### src/rtl/smbfront_pkg.sv
package smbfront_pkg;

  typedef struct packed {
    logic       protoLoad;
    logic       statusClear;
    logic       statusSet;
    logic       codeOnly;
    logic [4:0] code;
    logic       countCapture;
  } ctrlStrobe_t;

  localparam logic [4:0] CODE_BUSY   = 5'h1A;
  localparam logic [4:0] CODE_NOTSUP = 5'h19;

  localparam int OFS_PROTO  = 0;
  localparam int OFS_STATUS = 1;
  localparam int OFS_ADDR   = 2;
  localparam int OFS_CMD    = 3;
  localparam int OFS_DATA   = 4;

  function automatic logic protoSupported(input logic [7:0] p);
    logic [6:0] base;
    base = {p[6:1], 1'b0};
    if (p[6:0] == 7'h0D) return 1'b1;
    case (base)
      7'h02, 7'h04, 7'h06, 7'h08, 7'h0A, 7'h0C, 7'h4A: return 1'b1;
      default: return 1'b0;
    endcase
  endfunction

  function automatic logic protoBlockProc(input logic [7:0] p);
    return p[6:0] == 7'h0D;
  endfunction

  function automatic logic protoBlockRead(input logic [7:0] p);
    return (p[6:0] == 7'h0B) || (p[6:0] == 7'h0D);
  endfunction

endpackage

### src/rtl/smbfront_ctrl.sv
module smbfront_ctrl
  import smbfront_pkg::*;
(
  input  logic        clk,
  input  logic        rstN,
  input  logic        protoWr,
  input  logic [7:0]  protoWrData,
  input  logic [7:0]  protoNow,
  input  logic        mstDone,
  input  logic [4:0]  mstCode,
  output ctrlStrobe_t stb,
  output logic        busy,
  output logic        mstStart
);

  logic launch;

  assign launch = !busy && protoWr && protoSupported(protoWrData);

  always_comb begin
    stb = '0;
    if (busy) begin
      if (mstDone) begin
        stb.statusSet    = 1'b1;
        stb.code         = mstCode;
        stb.countCapture = protoBlockRead(protoNow);
      end else if (protoWr) begin
        stb.codeOnly = 1'b1;
        stb.code     = CODE_BUSY;
      end
    end else if (protoWr) begin
      stb.protoLoad = 1'b1;
      if (protoSupported(protoWrData)) begin
        stb.statusClear = 1'b1;
      end else begin
        stb.statusSet = 1'b1;
        stb.code      = CODE_NOTSUP;
      end
    end
  end

  always_ff @(posedge clk) begin
    if (!rstN) begin
      busy     <= 1'b0;
      mstStart <= 1'b0;
    end else begin
      mstStart <= launch;
      if (launch) busy <= 1'b1;
      else if (busy && mstDone) busy <= 1'b0;
    end
  end

  // a start pulse lasts one cycle
  p_start_single_r3: assert property (@(posedge clk) disable iff (!rstN)
    mstStart |=> !mstStart);

  // a start only occurs while a transaction is open
  p_start_busy_r3: assert property (@(posedge clk) disable iff (!rstN)
    mstStart |-> busy);

  // completion releases busy
  p_release_r4: assert property (@(posedge clk) disable iff (!rstN)
    (busy && mstDone) |=> !busy);

  // unsupported code never launches
  p_unsup_r10: assert property (@(posedge clk) disable iff (!rstN)
    (!busy && protoWr && !protoSupported(protoWrData)) |=> (!mstStart && !busy));

endmodule

### src/rtl/smbfront_regs.sv
module smbfront_regs
  import smbfront_pkg::*;
#(
  parameter int DATA_BYTES = 32,
  parameter int AW         = 6
) (
  input  logic                          clk,
  input  logic                          rstN,
  input  ctrlStrobe_t                   stb,
  input  logic                          busy,
  input  logic                          hostWr,
  input  logic [AW-1:0]                 hostAddr,
  input  logic [7:0]                    hostWrData,
  output logic [7:0]                    hostRdData,
  output logic [7:0]                    protoNow,
  output logic [6:0]                    mstDevAddr,
  output logic [7:0]                    mstCmd,
  output logic [$clog2(DATA_BYTES+1)-1:0] mstLen,
  input  logic [$clog2(DATA_BYTES)-1:0] mstTxIdx,
  output logic [7:0]                    mstTxByte,
  input  logic                          mstRxValid,
  input  logic [$clog2(DATA_BYTES)-1:0] mstRxIdx,
  input  logic [7:0]                    mstRxByte,
  input  logic [7:0]                    mstRxLen
);

  localparam int IDX_W     = $clog2(DATA_BYTES);
  localparam int CNT_W     = $clog2(DATA_BYTES + 1);
  localparam int OFS_COUNT = OFS_DATA + DATA_BYTES;
  localparam int OFS_ALRMA = OFS_COUNT + 1;
  localparam int OFS_ALRMD = OFS_COUNT + 2;
  localparam logic [CNT_W-1:0] CNT_MAX  = CNT_W'(DATA_BYTES);
  localparam logic [CNT_W-1:0] PROC_MAX = CNT_W'(DATA_BYTES - 1);

  logic [7:0]       protoReg, addrReg, cmdReg, alarmAddr;
  logic [7:0]       alarmData [2];
  logic [CNT_W-1:0] countReg;
  logic             statusDone;
  logic [4:0]       statusCode;
  logic [7:0]       dataMem [DATA_BYTES];

  logic             inData;
  logic [AW-1:0]    dataOff;
  logic [IDX_W-1:0] hostIdx;

  function automatic logic [CNT_W-1:0] clampCount(input logic [7:0] v);
    return (v > 8'(DATA_BYTES)) ? CNT_MAX : v[CNT_W-1:0];
  endfunction

  assign dataOff = hostAddr - AW'(OFS_DATA);
  assign hostIdx = dataOff[IDX_W-1:0];
  assign inData  = (hostAddr >= AW'(OFS_DATA)) && (hostAddr < AW'(OFS_COUNT));

  always_ff @(posedge clk) begin
    if (!rstN) begin
      protoReg   <= '0;
      addrReg    <= '0;
      cmdReg     <= '0;
      countReg   <= '0;
      alarmAddr  <= '0;
      alarmData  <= '{default: '0};
      statusDone <= 1'b0;
      statusCode <= '0;
    end else begin
      if (stb.protoLoad) protoReg <= hostWrData;
      if (stb.statusClear) begin
        statusDone <= 1'b0;
        statusCode <= '0;
      end else if (stb.statusSet) begin
        statusDone <= 1'b1;
        statusCode <= stb.code;
      end else if (stb.codeOnly) begin
        statusCode <= stb.code;
      end
      if (hostWr) begin
        if (hostAddr == AW'(OFS_ADDR))  addrReg   <= hostWrData;
        if (hostAddr == AW'(OFS_CMD))   cmdReg    <= hostWrData;
        if (hostAddr == AW'(OFS_ALRMA)) alarmAddr <= hostWrData;
        if (hostAddr == AW'(OFS_ALRMD))     alarmData[0] <= hostWrData;
        if (hostAddr == AW'(OFS_ALRMD + 1)) alarmData[1] <= hostWrData;
      end
      if (stb.countCapture) countReg <= clampCount(mstRxLen);
      else if (hostWr && hostAddr == AW'(OFS_COUNT)) countReg <= clampCount(hostWrData);
    end
  end

  always_ff @(posedge clk) begin
    if (!rstN) begin
      for (int i = 0; i < DATA_BYTES; i++) dataMem[i] <= '0;
    end else begin
      if (hostWr && inData) dataMem[hostIdx] <= hostWrData;
      if (busy && mstRxValid) dataMem[mstRxIdx] <= mstRxByte;
    end
  end

  always_comb begin
    hostRdData = '0;
    if (inData) hostRdData = dataMem[hostIdx];
    else if (hostAddr == AW'(OFS_PROTO))  hostRdData = protoReg;
    else if (hostAddr == AW'(OFS_STATUS)) hostRdData = {statusDone, 2'b00, statusCode};
    else if (hostAddr == AW'(OFS_ADDR))   hostRdData = addrReg;
    else if (hostAddr == AW'(OFS_CMD))    hostRdData = cmdReg;
    else if (hostAddr == AW'(OFS_COUNT))  hostRdData = 8'(countReg);
    else if (hostAddr == AW'(OFS_ALRMA))  hostRdData = alarmAddr;
    else if (hostAddr == AW'(OFS_ALRMD))     hostRdData = alarmData[0];
    else if (hostAddr == AW'(OFS_ALRMD + 1)) hostRdData = alarmData[1];
  end

  assign protoNow   = protoReg;
  assign mstDevAddr = addrReg[7:1];
  assign mstCmd     = cmdReg;
  assign mstTxByte  = dataMem[mstTxIdx];
  assign mstLen     = (protoBlockProc(protoReg) && countReg > PROC_MAX) ? PROC_MAX : countReg;

  // stored count never exceeds the window
  p_count_bound_r7: assert property (@(posedge clk) disable iff (!rstN)
    countReg <= CNT_MAX);

  // a rejected launch reports busy with done clear
  p_busy_code_r9: assert property (@(posedge clk) disable iff (!rstN)
    stb.codeOnly |=> (statusCode == CODE_BUSY && !statusDone));

  // a launch clears the status byte
  p_clear_r2: assert property (@(posedge clk) disable iff (!rstN)
    stb.statusClear |=> (!statusDone && statusCode == 5'h00));

endmodule

### src/rtl/smbfront_top.sv
module smbfront_top
  import smbfront_pkg::*;
#(
  parameter int DATA_BYTES = 32,
  parameter int AW         = 6,
  localparam int IDX_W     = $clog2(DATA_BYTES),
  localparam int CNT_W     = $clog2(DATA_BYTES + 1)
) (
  input  logic             clk,
  input  logic             rstN,
  input  logic             hostWr,
  input  logic [AW-1:0]    hostAddr,
  input  logic [7:0]       hostWrData,
  output logic [7:0]       hostRdData,
  output logic             busy,
  output logic             mstStart,
  output logic [7:0]       mstProto,
  output logic [6:0]       mstDevAddr,
  output logic [7:0]       mstCmd,
  output logic [CNT_W-1:0] mstLen,
  input  logic [IDX_W-1:0] mstTxIdx,
  output logic [7:0]       mstTxByte,
  input  logic             mstRxValid,
  input  logic [IDX_W-1:0] mstRxIdx,
  input  logic [7:0]       mstRxByte,
  input  logic             mstDone,
  input  logic [4:0]       mstCode,
  input  logic [7:0]       mstRxLen
);

  ctrlStrobe_t stb;
  logic [7:0]  protoNow;
  logic        protoWr;

  assign protoWr  = hostWr && (hostAddr == AW'(OFS_PROTO));
  assign mstProto = protoNow;

  smbfront_ctrl u_ctrl (
    .clk(clk), .rstN(rstN), .protoWr(protoWr), .protoWrData(hostWrData),
    .protoNow(protoNow), .mstDone(mstDone), .mstCode(mstCode),
    .stb(stb), .busy(busy), .mstStart(mstStart)
  );

  smbfront_regs #(.DATA_BYTES(DATA_BYTES), .AW(AW)) u_regs (
    .clk(clk), .rstN(rstN), .stb(stb), .busy(busy),
    .hostWr(hostWr), .hostAddr(hostAddr), .hostWrData(hostWrData),
    .hostRdData(hostRdData), .protoNow(protoNow), .mstDevAddr(mstDevAddr),
    .mstCmd(mstCmd), .mstLen(mstLen), .mstTxIdx(mstTxIdx), .mstTxByte(mstTxByte),
    .mstRxValid(mstRxValid), .mstRxIdx(mstRxIdx), .mstRxByte(mstRxByte),
    .mstRxLen(mstRxLen)
  );

endmodule

### config.mk
export PLATFORM = sky130hd
export DESIGN_NAME = smbfront_top
export DESIGN_NICKNAME = d
export VERILOG_FILES = /design/src/rtl/smbfront_pkg.sv /design/src/rtl/smbfront_ctrl.sv /design/src/rtl/smbfront_regs.sv /design/src/rtl/smbfront_top.sv
export SDC_FILE = /design/constraint.sdc
export NUM_CORES = 1
export LEC_CHECK = 0
export ABC_AREA = 1
export BUFFER_PORTS_ARGS = -buffer_cell sky130_fd_sc_hd__buf_2
export CELL_PAD_IN_SITES_DETAIL_PLACEMENT = 1
export CELL_PAD_IN_SITES_GLOBAL_PLACEMENT = 1
export CORE_UTILIZATION = 46
export DETAILED_ROUTE_END_ITERATION = 7
export PLACE_DENSITY = 0.78
export SYNTH_ARGS = -nofsm -noshare
export SYNTH_HDL_FRONTEND = slang
export SYNTH_SLANG_ARGS = --single-unit
### constraint.sdc
create_clock -name clk -period 2.6 [get_ports clk]
set_clock_uncertainty 0.1 [all_clocks]
set_input_delay 0.13 -clock clk [delete_from_list [all_inputs] [get_ports clk]]
set_output_delay 0.13 -clock clk [all_outputs]
set_load 0.01 [all_outputs]
## Yosys cells after proc, flatten, opt, wreduce, memory -nomap -nowiden

Memories as Yosys holds them, arrays and structs flattened.
Cells that the tools add are included.

- Bits in writable memories: 256
- Register bits after elaboration: 62
- Word-level logic and storage cells: 115
- Output and inout bits: 47
- Bits of input ports: 50
- Memories: 1

Memory list:

| memory | words | width | read ports | clocked after memory_dff | write ports | line | RTL |
|---|---|---|---|---|---|---|---|
| u_regs.dataMem | 32 | 8 | 2 | 0 | 32 | smbfront_regs.sv:40 | `logic [7:0] dataMem [DATA_BYTES];` |

- Add/subtract/negate cells: 1
- Bitwise operators: 1
- Multiplexer cells: 55
- Equality and inequality tests: 17
- Order comparisons: 5
- Reduce and logical (&&, ||, !) cells: 24

Operator list:

| cell | number |
|---|---|
| 8-bit two-way mux | 11 |
| 5-bit two-way mux | 8 |
| 6-bit two-way mux | 6 |
| 6-bit == test (second input constant) | 5 |
| 1-bit two-way mux | 28 |
| 6-bit by 2-bit == test with 1-bit output (second input constant) | 4 |
| 7-bit by 4-bit == test with 1-bit output (second input constant) | 3 |
| 6-bit by 3-bit == test with 1-bit output (second input constant) | 3 |
| 8-bit by 6-bit > comparator with 1-bit output (second input constant) | 2 |
| 8-bit OR reduction | 2 |
| 6-bit by 1-bit == test with 1-bit output (second input constant) | 2 |
| 2-bit AND reduction | 5 |
| 1-bit logical AND | 9 |
| 7-bit OR reduction | 1 |
| 6-bit by 3-bit >= comparator with 1-bit output (second input constant) | 1 |
| 6-bit by 5-bit > comparator with 1-bit output (second input constant) | 1 |
| 6-bit logical NOT | 1 |
| 6-bit < comparator (second input constant) | 1 |
| 2-bit nonzero test | 3 |
| 5-bit by 3-bit subtractor with 5-bit output (second input constant) | 1 |
| 3-bit two-way mux | 1 |
| 2-bit two-way mux | 1 |
| 2-bit OR reduction | 1 |
| 1-bit logical NOT | 1 |
| 2 further kinds | 2 |

## Logic depth before layout (Yosys ltp)

Gate-level depths: netlist of run 1.

- Depth in word-level cells: 12
- Mapped depth: 14
- Gate-level depth less buffers: 13

## By module

Synthesis of run 1 repeated with hierarchy kept, for this count alone.

- Cells, all modules: 2942
- Area total of the unflattened synthesis: 20280.7 um^2

By module, submodules not included:

| module | cells an instance | sequential area each (um^2) | area an instance (um^2) | times used |
|---|---|---|---|---|
| smbfront_regs | 2890 | 8888.5 | 20019.2 | 1 |
| smbfront_ctrl | 45 | 40.0 | 229.0 | 1 |
| smbfront_top | 7 | 0.0 | 32.5 | 1 |

## Least setup slack after synthesis of run 1

No wires, ideal clock.

- Path type: register to register
- Start: register u_ctrl.busy
- End: memory u_regs.dataMem[22][0] (enable)
- Slack: 0.490 ns
- Data arrival time: 1.673 ns
- Required time: 2.163 ns
- Path buffers: 0
- Cell stages (with the launch flop): 7
- Setup time: 0.337 ns
- Clock period less this slack: 2.110 ns
- Cells stage by stage: dfxtp_1 -> nand3_1 -> nor2_2 -> nand2_2 -> nor2_2 -> clkinv_1 -> nand3_1

RTL lines:

| item | line | RTL |
|---|---|---|
| start, declared | smbfront_ctrl.sv:12 | `output logic busy,` |
| start signal, assigned | smbfront_ctrl.sv:44 | `busy <= 1'b0;` |
| start signal, assigned | smbfront_ctrl.sv:48 | `if (launch) busy <= 1'b1;` |
| start signal, assigned | smbfront_ctrl.sv:49 | `else if (busy && mstDone) busy <= 1'b0;` |
| end, declared | smbfront_regs.sv:40 |  |

## Worst setup path in the final report of run 1

- Start: register u_ctrl.busy
- End: register u_regs.countReg[3]

- Longest elaborated chain between the ends: 2
- Elaborated cells on any way between the ends: 3
- Those cells by class: mux (2); reduce/logical (1)

Ends and longest elaborated chain:

| item | line | RTL |
|---|---|---|
| 1-bit two-way mux (*) | smbfront_ctrl.sv:22 | `if (busy) begin` |
| 6-bit two-way mux or 2-bit nonzero test (tied branches) | -- |  |
| end signal, assigned | smbfront_regs.sv:82 | `if (stb.countCapture) countReg <= clampCount(mstRxLen);` |
| end signal, assigned | smbfront_regs.sv:83 | `else if (hostWr && hostAddr == AW'(OFS_COUNT)) countReg <= clampCount(hostWrData);` |
| end, declared | smbfront_regs.sv:37 | `logic [CNT_W-1:0] countReg;` |

Mark *: on every way between the ends. The rest lies on a longest branch, timed or not.
A chain may end at the register's enable or synchronous reset.

==> flow_summary.yaml, run 1 <==
outcome:
  status: "completed"
grt:
  antenna_found_initial: 1
  grt_pass1_vias: 21840
  gr-total-overflow: 0
  grt_usage: 0.4395
  grt_pass1_wl_um: 140900
  grt_max_degree: 72
die:
  num_io_pins: 97
  row_count: 75
  coreArea_mm2: 0.04223
  start_util: 0.4691
  die_h_um: 209.5
  die_w_um: 209.5
  fp.dieArea_mm2: 0.04390
logic_synthesis:
  synth_simple_gate_area_frac: 0.3289
  postSynthAreaPerCell_um2: 7.095
  synthMuxAreaShare: 0
  post_synth_num_cell_types: 37
  synth_fa_ha_area_frac: 0.001895
  synth-xor-area-share: 0
  yosysSeqAreaShare: 0.4507
  yosysWarnings: 0
  synthCells: 2792
  synth-seq-cells: 318
  synth_compound_area_frac: 0.1566
  synth_top_family_by_area: "simple AND/OR/NAND/NOR gates"
  synthesis.nets: 2845
  syn_area_mm2: 0.01981
clock_tree:
  cts_sinks: 318
  insertion_delay_ns: 0.57
  cts.clk_slew.worst_paths_ns: 0.06
  cts_tree: "yes"
  root_buffer: "clkbuf_16"
  cts_buffers: 37
  htreeDepth: 2
  cts_max_path_buffers: 3
worst_setup_path:
  cp_max_fo: 7
  critPathKind: "reg2reg"
  cp.arrival_ns: 2.94
  required_ns: 3.01
  cp-end-kind: "flip-flop"
  cp-start-kind: "flip-flop"
timing:
  setup_tns_ns: 0
  setup_viol: 0
  rsz0062_at_grt: "no"
  worst_slack_ns: 0.07417
  min_period_ns: 2.526
  fmax_mhz: 395.9
  worst-slew-pin-transition_ns: 0.8282
  drv_slew: 0
  hold_viol: 0
  relSlewSlack: 0.4479
  fin_crit_sh: 0.9715
hold_path:
  hold_class: "in2reg"
route:
  route.vias.total: 22080
  viasPerCell: 6.309
  first_iter_violations: 2618
  routed_wl_um: 97150
  ant_nets: 0
  first_pass_iters: 6
  avgRoutedWirePerCell_um: 27.76
  drc: 0
placed_design:
  dp_worst_setup_slack_ns: -0.1354
  numPortBuffers: 96
  routabilityCongestion: 1.017
  dp_hpwl_um: 64700
power:
  ir_drop_v: 0.0005699
  total_power_mw: 13.46
  p_leak_nw: 9.664
  power.density_mw_per_mm2: 581.2
cells_and_area:
  finalNetCount: 2985
  layout-drive-gt1-share: 0.1375
  final_core_util: 0.5485
  areaGrowthSynthToFinish_pct: 16.91
flow_run:
  maxCapViolations: 0
-- per-stage QoR --
step | instance area (µm²) | instances | hold WS [ns]
final | 23160 | 3500 | 0.03081
after global routing | 23160 | 3500 | 0.009214
after CTS | 23070 | 3496 | 0.002129
after detailed placement | 21500 | 3399 | 0.3168
after global placement | 21500 | 3399 | 0.3094
after floorplan | 19810 | 2792 | 0.1790
-- critical path, cell delays in order, from the launching register on --
cell           delay (ns)
dfxtp_1              0.34
buf_4                0.15
nand2_1              0.15
inv_1                0.22
nand4_1              0.24
inv_2                0.20
nand3_1              0.15
dlygate4sd3_1        0.67
nand3_1              0.12
nand2_1              0.06
inv_1                0.08
-- report_power, final --
group	internal, mW	leakage (nW)	switching (mW)
registers	5.72	2.93	0.202
clock network	3.32	0.619	2.27
logic	0.513	6.11	1.43
total	9.56	9.66	3.90
-- Yosys cell counts (all sizes together) --
cell type  count  area share
a21oi         91       0.023
a22oi          3      0.0011
a31oi          6      0.0019
a41oi          2     0.00088
and2           4      0.0013
buf           65       0.017
clkbuf       105       0.020
clkinv         7      0.0013
dfxtp         62       0.063
edfxtp       256        0.39
ha             3      0.0019
inv          126       0.024
nand2       1167        0.23
nand3        130       0.033
nand4         45       0.014
nor2         218       0.050
nor3          12      0.0030
o211ai        38       0.014
o21a           1     0.00038
o21ai        428        0.11
o21bai         1     0.00038
o221ai         7      0.0031
o22ai          1     0.00032
o31ai          8      0.0030
or2            6      0.0019
-- sequential cells by signal (all words and copies together), names as in the netlist --
name,flops
u_regs.mstCmd,8
u_regs.alarmAddr,8
u_regs.protoNow,8
u_regs.statusCode,5
u_regs.dataMem,256
u_regs.alarmData,16
u_regs.addrReg,8
u_ctrl.busy,1
u_ctrl.mstStart,1
u_regs.countReg,6
u_regs.statusDone,1
-- worst paths after layout --
| path | from | slack [ns] | depth (start not counted) | to |
|---|---|---|---|---|
| setup reg to reg | u_ctrl.busy$_SDFFE_PN0P_ | 0.07 | 10 | u_regs.countReg[3]$_SDFFE_PN0P_ |
| hold / removal | hostWrData[6] | 0.03 | 3 | u_regs.alarmData[6]$_SDFFE_PN0P_ |
| hold reg to reg | u_regs.alarmData[6]$_SDFFE_PN0P_ | 0.38 | 2 | u_regs.alarmData[6]$_SDFFE_PN0P_ |
| setup / recovery | u_ctrl.busy$_SDFFE_PN0P_ | 0.07 | 10 | u_regs.countReg[3]$_SDFFE_PN0P_ |
-- cells in the final DEF (no fill, tap or decap), types with 2 or more instances in the layout --
| cell | netlist | routed |
|---|---|---|
| a21oi_1 | 91 | 91 |
| a22oi_1 | 3 | 3 |
| a31oi_1 | 6 | 6 |
| a41oi_1 | 2 | 2 |
| and2_0 | 2 | 2 |
| and2_1 | 2 | 2 |
| buf_12 | 0 | 15 |
| buf_2 | 22 | 95 |
| buf_4 | 12 | 130 |
| buf_6 | 2 | 4 |
| bufinv_16 | 0 | 6 |
| clkbuf_1 | 105 | 2 |
| clkbuf_16 | 0 | 39 |
| clkinv_1 | 7 | 16 |
| clkinv_2 | 0 | 6 |
| dfxtp_1 | 62 | 62 |
| dlygate4sd3_1 | 0 | 27 |
| edfxtp_1 | 256 | 256 |
| ha_1 | 3 | 3 |
| inv_1 | 96 | 93 |
| inv_2 | 30 | 33 |
| inv_6 | 0 | 2 |
| nand2_1 | 1153 | 1152 |
| nand2_2 | 5 | 5 |
| nand2_4 | 9 | 10 |
| nand3_1 | 129 | 128 |
| nand4_1 | 45 | 45 |
| nor2_1 | 173 | 169 |
| nor2_2 | 37 | 34 |
| nor2_4 | 6 | 13 |
| nor2_8 | 2 | 2 |
| nor3_1 | 12 | 11 |
| o211ai_1 | 38 | 38 |
| o21ai_0 | 375 | 374 |
| o21ai_1 | 53 | 53 |
| o221ai_1 | 7 | 7 |
| o31ai_1 | 8 | 8 |
| or2_2 | 6 | 6 |
-- final cells by class --
class | instances | area (µm²)
Antenna cell | 1 | 2.502
Clock buffer | 41 | 983.4
Clock inverter | 26 | 282.8
Fill cell | 5374 | 19070
Inverter | 133 | 499.2
Multi-Input combinational cell | 2171 | 9723
Sequential cell | 318 | 8929
Tap cell | 539 | 674.4
Timing Repair Buffer | 271 | 2067
-- kinds of logic (layout without fill, tap and decap cells) --
group,count (synthesis),after routing
AND/OR/NAND/NOR,1582,1582
other,0,1
AO/OA/AOI/OAI,586,586
flip-flops,318,318
adder cells (fa/ha/maj),3,3
buffers and inverters,303,471
-- layer usage --
metal | vias up | GRT usage | part of all wire
met2 | 1516 | 0.6891 | 0.44
met5 | - | 0 | 0
met3 | 358 | 0.09651 | 0.12
li1 | 9580 | - | -
met1 | 10630 | 0.5666 | 0.38
met4 | 0 | 0.2394 | 0.059
-- timing repair --
action / in CTS / in global routing
setup endpoints to repair: 1 / 34
setup buffers: 3 / 3
resized for setup: 0 / 19
hold buffers: 27 / 0
hold endpoints to repair: 33 / 0
Power figures use the tool's default switching activity.
==> run 2, diff against run 1 <==
- CAP_MARGIN: not set -> 10
- PLACE_DENSITY: 0.78 -> not set
- PLACE_DENSITY_LB_ADDON: not set -> 0.1
- SYNTH_HIERARCHICAL: not set -> 1
==> flow_summary.yaml, run 2 <==
outcome:
  status: "completed"
die:
  fp.dieArea_mm2: 0.04493
  row_count: 76
  die_h_um: 212.0
  coreArea_mm2: 0.04327
  start_util: 0.4687
  die_w_um: 212.0
  num_io_pins: 97
logic_synthesis:
  syn_area_mm2: 0.02028
  synthTopCellsByArea: "edfxtp_1 (38%), nand2_1 (22%), o21ai_0 (9.0%)"
  post_synth_num_cell_types: 33
  synth-edff-count: 256
  yosysSeqAreaShare: 0.4402
  synthCells: 2942
  yosysTopAreaCell: "edfxtp_1"
  synth-seq-cells: 318
  yosysWarnings: 6
  yosys.area.top_type_share: 0.3790
  postSynthAreaPerCell_um2: 6.894
  synth-main-ff-cell: "edfxtp_1"
  synth.most_common_cell: "nand2_1"
  async_reset_ff_frac: 0
  synth_commonest_cells: "nand2_1 (1211), o21ai_0 (365), edfxtp_1 (256), nand3_1 (218), inv_1 (160)"
  synthesis.nets: 2995
worst_setup_path:
  timing.critical_path.from: "u_ctrl/busy$_SDFFE_PN0P_"
  critPathCapture: "u_regs/dataMem[23][5]$_DFFE_PP_"
  critPathKind: "reg2reg"
  reg2reg_to: "u_regs/dataMem[23][5]$_DFFE_PP_"
  rr_worst_depth: 6
  cp_max_fo: 9
  cp-start-kind: "flip-flop"
  cp-end-kind: "flip-flop"
  rrSetupSlack_ns: 0.01
  required_ns: 2.71
  cp.arrival_ns: 2.69
  r2r_start: "u_ctrl/busy$_SDFFE_PN0P_"
grt:
  grt_usage: 0.4199
  grt_max_degree: 81
  antenna_found_initial: 1
  gr-total-overflow: 0
  grt_pass1_wl_um: 137900
  grt_pass1_vias: 21860
flow_run:
  maxCapViolations: 0
clock_tree:
  cts_buffers: 37
  root_buffer: "clkbuf_16"
  insertion_delay_ns: 0.56
  cts_setup_buffers: 0
  cts_tree: "yes"
  cts.clk_slew.worst_paths_ns: 0.06
  htreeDepth: 2
  cts_max_path_buffers: 3
  cts_sinks: 318
route:
  viasPerCell: 6.138
  drc: 0
  ant_nets: 0
  routed_wl_um: 94550
  avgRoutedWirePerCell_um: 26.01
  first_iter_violations: 2629
  route.vias.total: 22310
  first_pass_iters: 5
placed_design:
  routabilityCongestion: 0.9839
  placed_cells: 3549
  dp_hpwl_um: 64280
  numPortBuffers: 96
power:
  p_leak_nw: 9.779
  power.density_mw_per_mm2: 563.3
  ir_drop_v: 0.0003921
timing:
  fin_crit_sh: 0.9943
  hold_slack_ns: 0.01123
  min_period_ns: 2.585
  setup_viol: 0
  rsz0062_at_grt: "yes"
  fmax_mhz: 386.8
  hold_viol: 0
  worst-slew-pin-transition_ns: 0.9359
  drv_slew: 0
  relSlewSlack: 0.3761
cells_and_area:
  largest_reg_flops: 256
  areaGrowthSynthToFinish_pct: 13.67
  finalNetCount: 3075
  mostFrequentLayoutCell: "nand2_1"
  layout-drive-gt1-share: 0.1174
  final_cell_mix: "nand2_1 (1210), o21ai_0 (365), edfxtp_1 (256)"
  regMostFlops: "u_regs/dataMem"
  reg.largest.list: "u_regs/dataMem (256), u_regs/alarmData (16)"
  instances_no_fill: 3635
hold_path:
  hold_start: "mstRxLen[6]"
  hold_class: "in2reg"
-- run 2: worst max-delay path: stages (launching register included) --
cell and delay (ns):
dfxtp_1 0.34, nand3_1 0.11, nor2_1 0.22, nand2_2 0.44, nor2_2 0.48, inv_2 0.16
nand3_1 0.36
-- run 2: layout make-up --
type	count	area (µm²)
inverter	199	747.0
timing repair buffer	221	1609
tap	585	732.0
clock inverter	18	150.1
antenna	1	2.502
sequential	318	8929
multi-input combinational	2245	9887
clock buffer	48	997.2
fill	5588	20210
-- run 2: per-layer routing --
metal	up-vias	wire, µm	GRT usage
li1	9853	-	-
met1	10750	37150	0.5604
met2	1343	40910	0.6330
met3	361	10590	0.08641
met4	0	5893	0.2384
met5	-	0	0
-- run 2: cell families (layout without fill, tap and decap cells) --
family                   after synthesis  in the layout  synth area share
XOR/XNOR                               1              1         0.0004319
AND/OR/NAND/NOR                     1638           1638            0.3283
AO/OA/AOI/OAI                        603            603            0.1550
other                                  0              1                 0
adder cells (fa/ha/maj)                3              3          0.001851
buffers and inverters                379            486           0.07409
flip-flops                           318            318            0.4402
-- run 2: where the power goes --
part,switching [mW],internal (mW)
Sequential,0.146,5.72
Clock,2.20,2.91
Combinational,1.51,0.508
-- run 2: timing repair --
action                                  4_1_cts  5_1_grt
hold buffers                                 19        0
hold endpoints to repair                     14        0
endpoints found under the setup margin        1       42
resized for setup                             1       10
-- run 2: how the worst min path moves through the flow --
stage / endpoint / slack, ns / cells past startpoint
2_1_floorplan: u_ctrl/busy$_SDFFE_PN0P_ / 0.17 / 2
3_3_place_gp: u_regs/countReg[3]$_SDFFE_PN0P_ / 0.33 / 3
3_5_place_dp: u_regs/countReg[0]$_SDFFE_PN0P_ / 0.33 / 3
4_1_cts: u_regs/countReg[2]$_SDFFE_PN0P_ / 0.007 / 6
5_1_grt: u_regs/dataMem[25][3]$_DFFE_PP_ / 0.06 / 3
6_report: u_regs/countReg[2]$_SDFFE_PN0P_ / 0.01 / 6
-- run 2: through the flow --
stage / power [mW] / worst slack (ns) / util / setup TNS (ns) / instance area, µm²
after detailed placement: 7.850 / 0.07685 / 0.5010 / 0 / 21680
after floorplan: 6.936 / 0.5704 / - / 0 / 20280
final: 12.99 / 0.01490 / 0.5328 / 0 / 23050
after global routing: 13.28 / -0.1083 / 0.5328 / -2.764 / 23050
after global placement: 7.797 / 0.1979 / 0.5010 / 0 / 21680
after CTS: 12.91 / 0.03804 / 0.5320 / 0 / 23020
==> run 3, diff against run 2 <==
- SETUP_SLACK_MARGIN: not set -> 0.3
==> flow_summary.yaml, run 3 (synthesis results as in run 2) <==
placed_design:
  routabilityCongestion: 0.9839
  numPortBuffers: 96
  dp_hpwl_um: 64280
  dp_worst_setup_slack_ns: 0.07685
cells_and_area:
  regMostFlops: "u_regs/dataMem"
  final_cell_mix: "nand2_1 (1163), o21ai_0 (340), edfxtp_1 (256)"
  areaGrowthSynthToFinish_pct: 17.00
  largest_reg_flops: 256
  mostFrequentLayoutCell: "nand2_1"
  layout-drive-gt1-share: 0.1547
  reg.largest.list: "u_regs/dataMem (256), u_regs/alarmData (16)"
  finalNetCount: 3090
route:
  first_pass_iters: 5
  drc: 0
  viasPerCell: 6.163
  route.vias.total: 22500
  routed_wl_um: 94950
  ant_nets: 0
  first_iter_violations: 2607
  avgRoutedWirePerCell_um: 26.01
power:
  power_frac_seq: 0.447
  internal_power_mw: 9.198
  sw_frac_of_total: 0.2992
  switching_power_mw: 3.927
  power.density_mw_per_mm2: 553.2
  clkPwrFrac: 0.390
  total_power_mw: 13.13
  ir_drop_v: 0.0003952
  combPwrFrac: 0.163
  p_leak_nw: 10.00
outcome:
  status: "completed"
grt:
  antenna_found_initial: 1
  grt_pass1_vias: 21980
  grt_usage: 0.4206
  grt_pass1_wl_um: 138200
  grt_max_degree: 81
  gr-total-overflow: 0
clock_tree:
  insertion_delay_ns: 0.57
  htreeDepth: 2
  cts_tree: "yes"
  cts_buffers: 37
  cts_sinks: 318
  cts_max_path_buffers: 3
  cts.clk_slew.worst_paths_ns: 0.06
  root_buffer: "clkbuf_16"
die:
  fp.dieArea_mm2: 0.04493
  die_h_um: 212.0
  num_io_pins: 97
  row_count: 76
  die_w_um: 212.0
  start_util: 0.4687
  coreArea_mm2: 0.04327
worst_setup_path:
  critPathKind: "reg2out"
  crit_path_frequent_cell: "nand2_1"
  cpPeakStageDelay_ns: 0.49
  cp-start-kind: "flip-flop"
  cp.arrival_ns: 2.08
  cp_cell_sequence: "nand2_1 > o211ai_1 > nand3_1 > nand2_1 > nand2_1 > nand2_1 > nand2_1 > nand2_1 > buf_2"
  slowest_stage: "edfxtp_1"
  rrSetupSlack_ns: 0.39
  cp_max_fo: 2
  required_ns: 2.37
  cp-end-kind: "output pin"
flow_run:
  maxCapViolations: 0
hold_path:
  hold_class: "in2reg"
timing:
  rsz0062_at_grt: "yes"
  relSlewSlack: 0.3607
  worst-slew-pin-transition_ns: 0.9589
  drv_slew: 0
  setup_viol: 0
  hold_viol: 0
  fin_crit_sh: 0.8902
  min_period_ns: 2.315
  fmax_mhz: 432.0
  setup_tns_ns: 0
  worst_slack_ns: 0.2854
==> run 3: changes by cell type in the layout (fill, tap and decap cells not counted), moves of 15 or more <==
cell,previous run,this run
o21ai_1,65,85
o21ai_0,365,340
nor2_1,124,105
nand3_1,218,203
nand2_1,1210,1163
nand2_4,1,16
nor2_2,42,27
nand2_2,14,46
nor2_4,8,42
==> run 3: worst max-delay path: cells and delay by family, from the launching register on <==
kind	cells	cell delay (ns)
AOI/OAI and AO/OA	1	0.08
buffers and inverters	1	0.13
DFF	1	0.49
and+or+nand+nor	7	0.81
==> run 3: path summary, 6_finish.rpt <==
path                                                  startpoint                                to  depth (start not counted)
worst max-delay path             u_regs/dataMem[24][7]$_DFFE_PP_                      mstTxByte[7]                          9
worst min-delay path                               hostWrData[3]   u_regs/dataMem[19][3]$_DFFE_PP_                          3
worst max register to register          u_ctrl/busy$_SDFFE_PN0P_    u_regs/dataMem[4][4]$_DFFE_PP_                          6
worst min register to register  u_regs/alarmAddr[4]$_SDFFE_PN0P_  u_regs/alarmAddr[4]$_SDFFE_PN0P_                          2
==> run 3: what timing repair did <==
action	4_1_cts	5_1_grt
endpoints found under the setup margin	210	369
resized for setup	80	109
setup buffers	3	13
hold endpoints to repair	14	0
hold buffers	18	0
gates cloned	0	0
pin swaps	22	49
==> run 3: power groups by stage <==
stage	sequential, mW	combinational (mW)	clock, mW
floorplan	5.88	1.05	0
global placement	5.95	1.84	0
detailed placement	5.96	1.89	0
CTS	5.86	1.98	5.13
global route	5.88	2.24	5.30
finish	5.86	2.14	5.12
==> run 3: area by class of cell <==
| class | count | area [µm²] |
|---|---|---|
| antenna | 1 | 2.502 |
| clock buffer | 48 | 997.2 |
| clock inverter | 18 | 150.1 |
| fill | 5509 | 19540 |
| inverter | 199 | 747.0 |
| multi-input combinational | 2245 | 10420 |
| sequential | 318 | 8929 |
| tap | 585 | 732.0 |
| timing repair buffer | 236 | 1752 |
==> run 3: per-stage QoR <==
step / hold slack, ns / cell area (µm²) / std cells / util
5_1_grt: 0.05335 / 23730 / 3650 / 0.5484
3_3_place_gp: 0.3275 / 21680 / 3549 / 0.5010
3_5_place_dp: 0.3316 / 21680 / 3549 / 0.5010
2_1_floorplan: 0.1727 / 20280 / 2942 / -
4_1_cts: 0.01830 / 23280 / 3636 / 0.5380
6_report: 0.03426 / 23730 / 3650 / 0.5484
==> run 3: metal layers <==
metal | track usage | part of all wire
met5 | 0 | 0
met4 | 0.2329 | 0.057
met2 | 0.6356 | 0.44
met3 | 0.08996 | 0.11
met1 | 0.5602 | 0.39
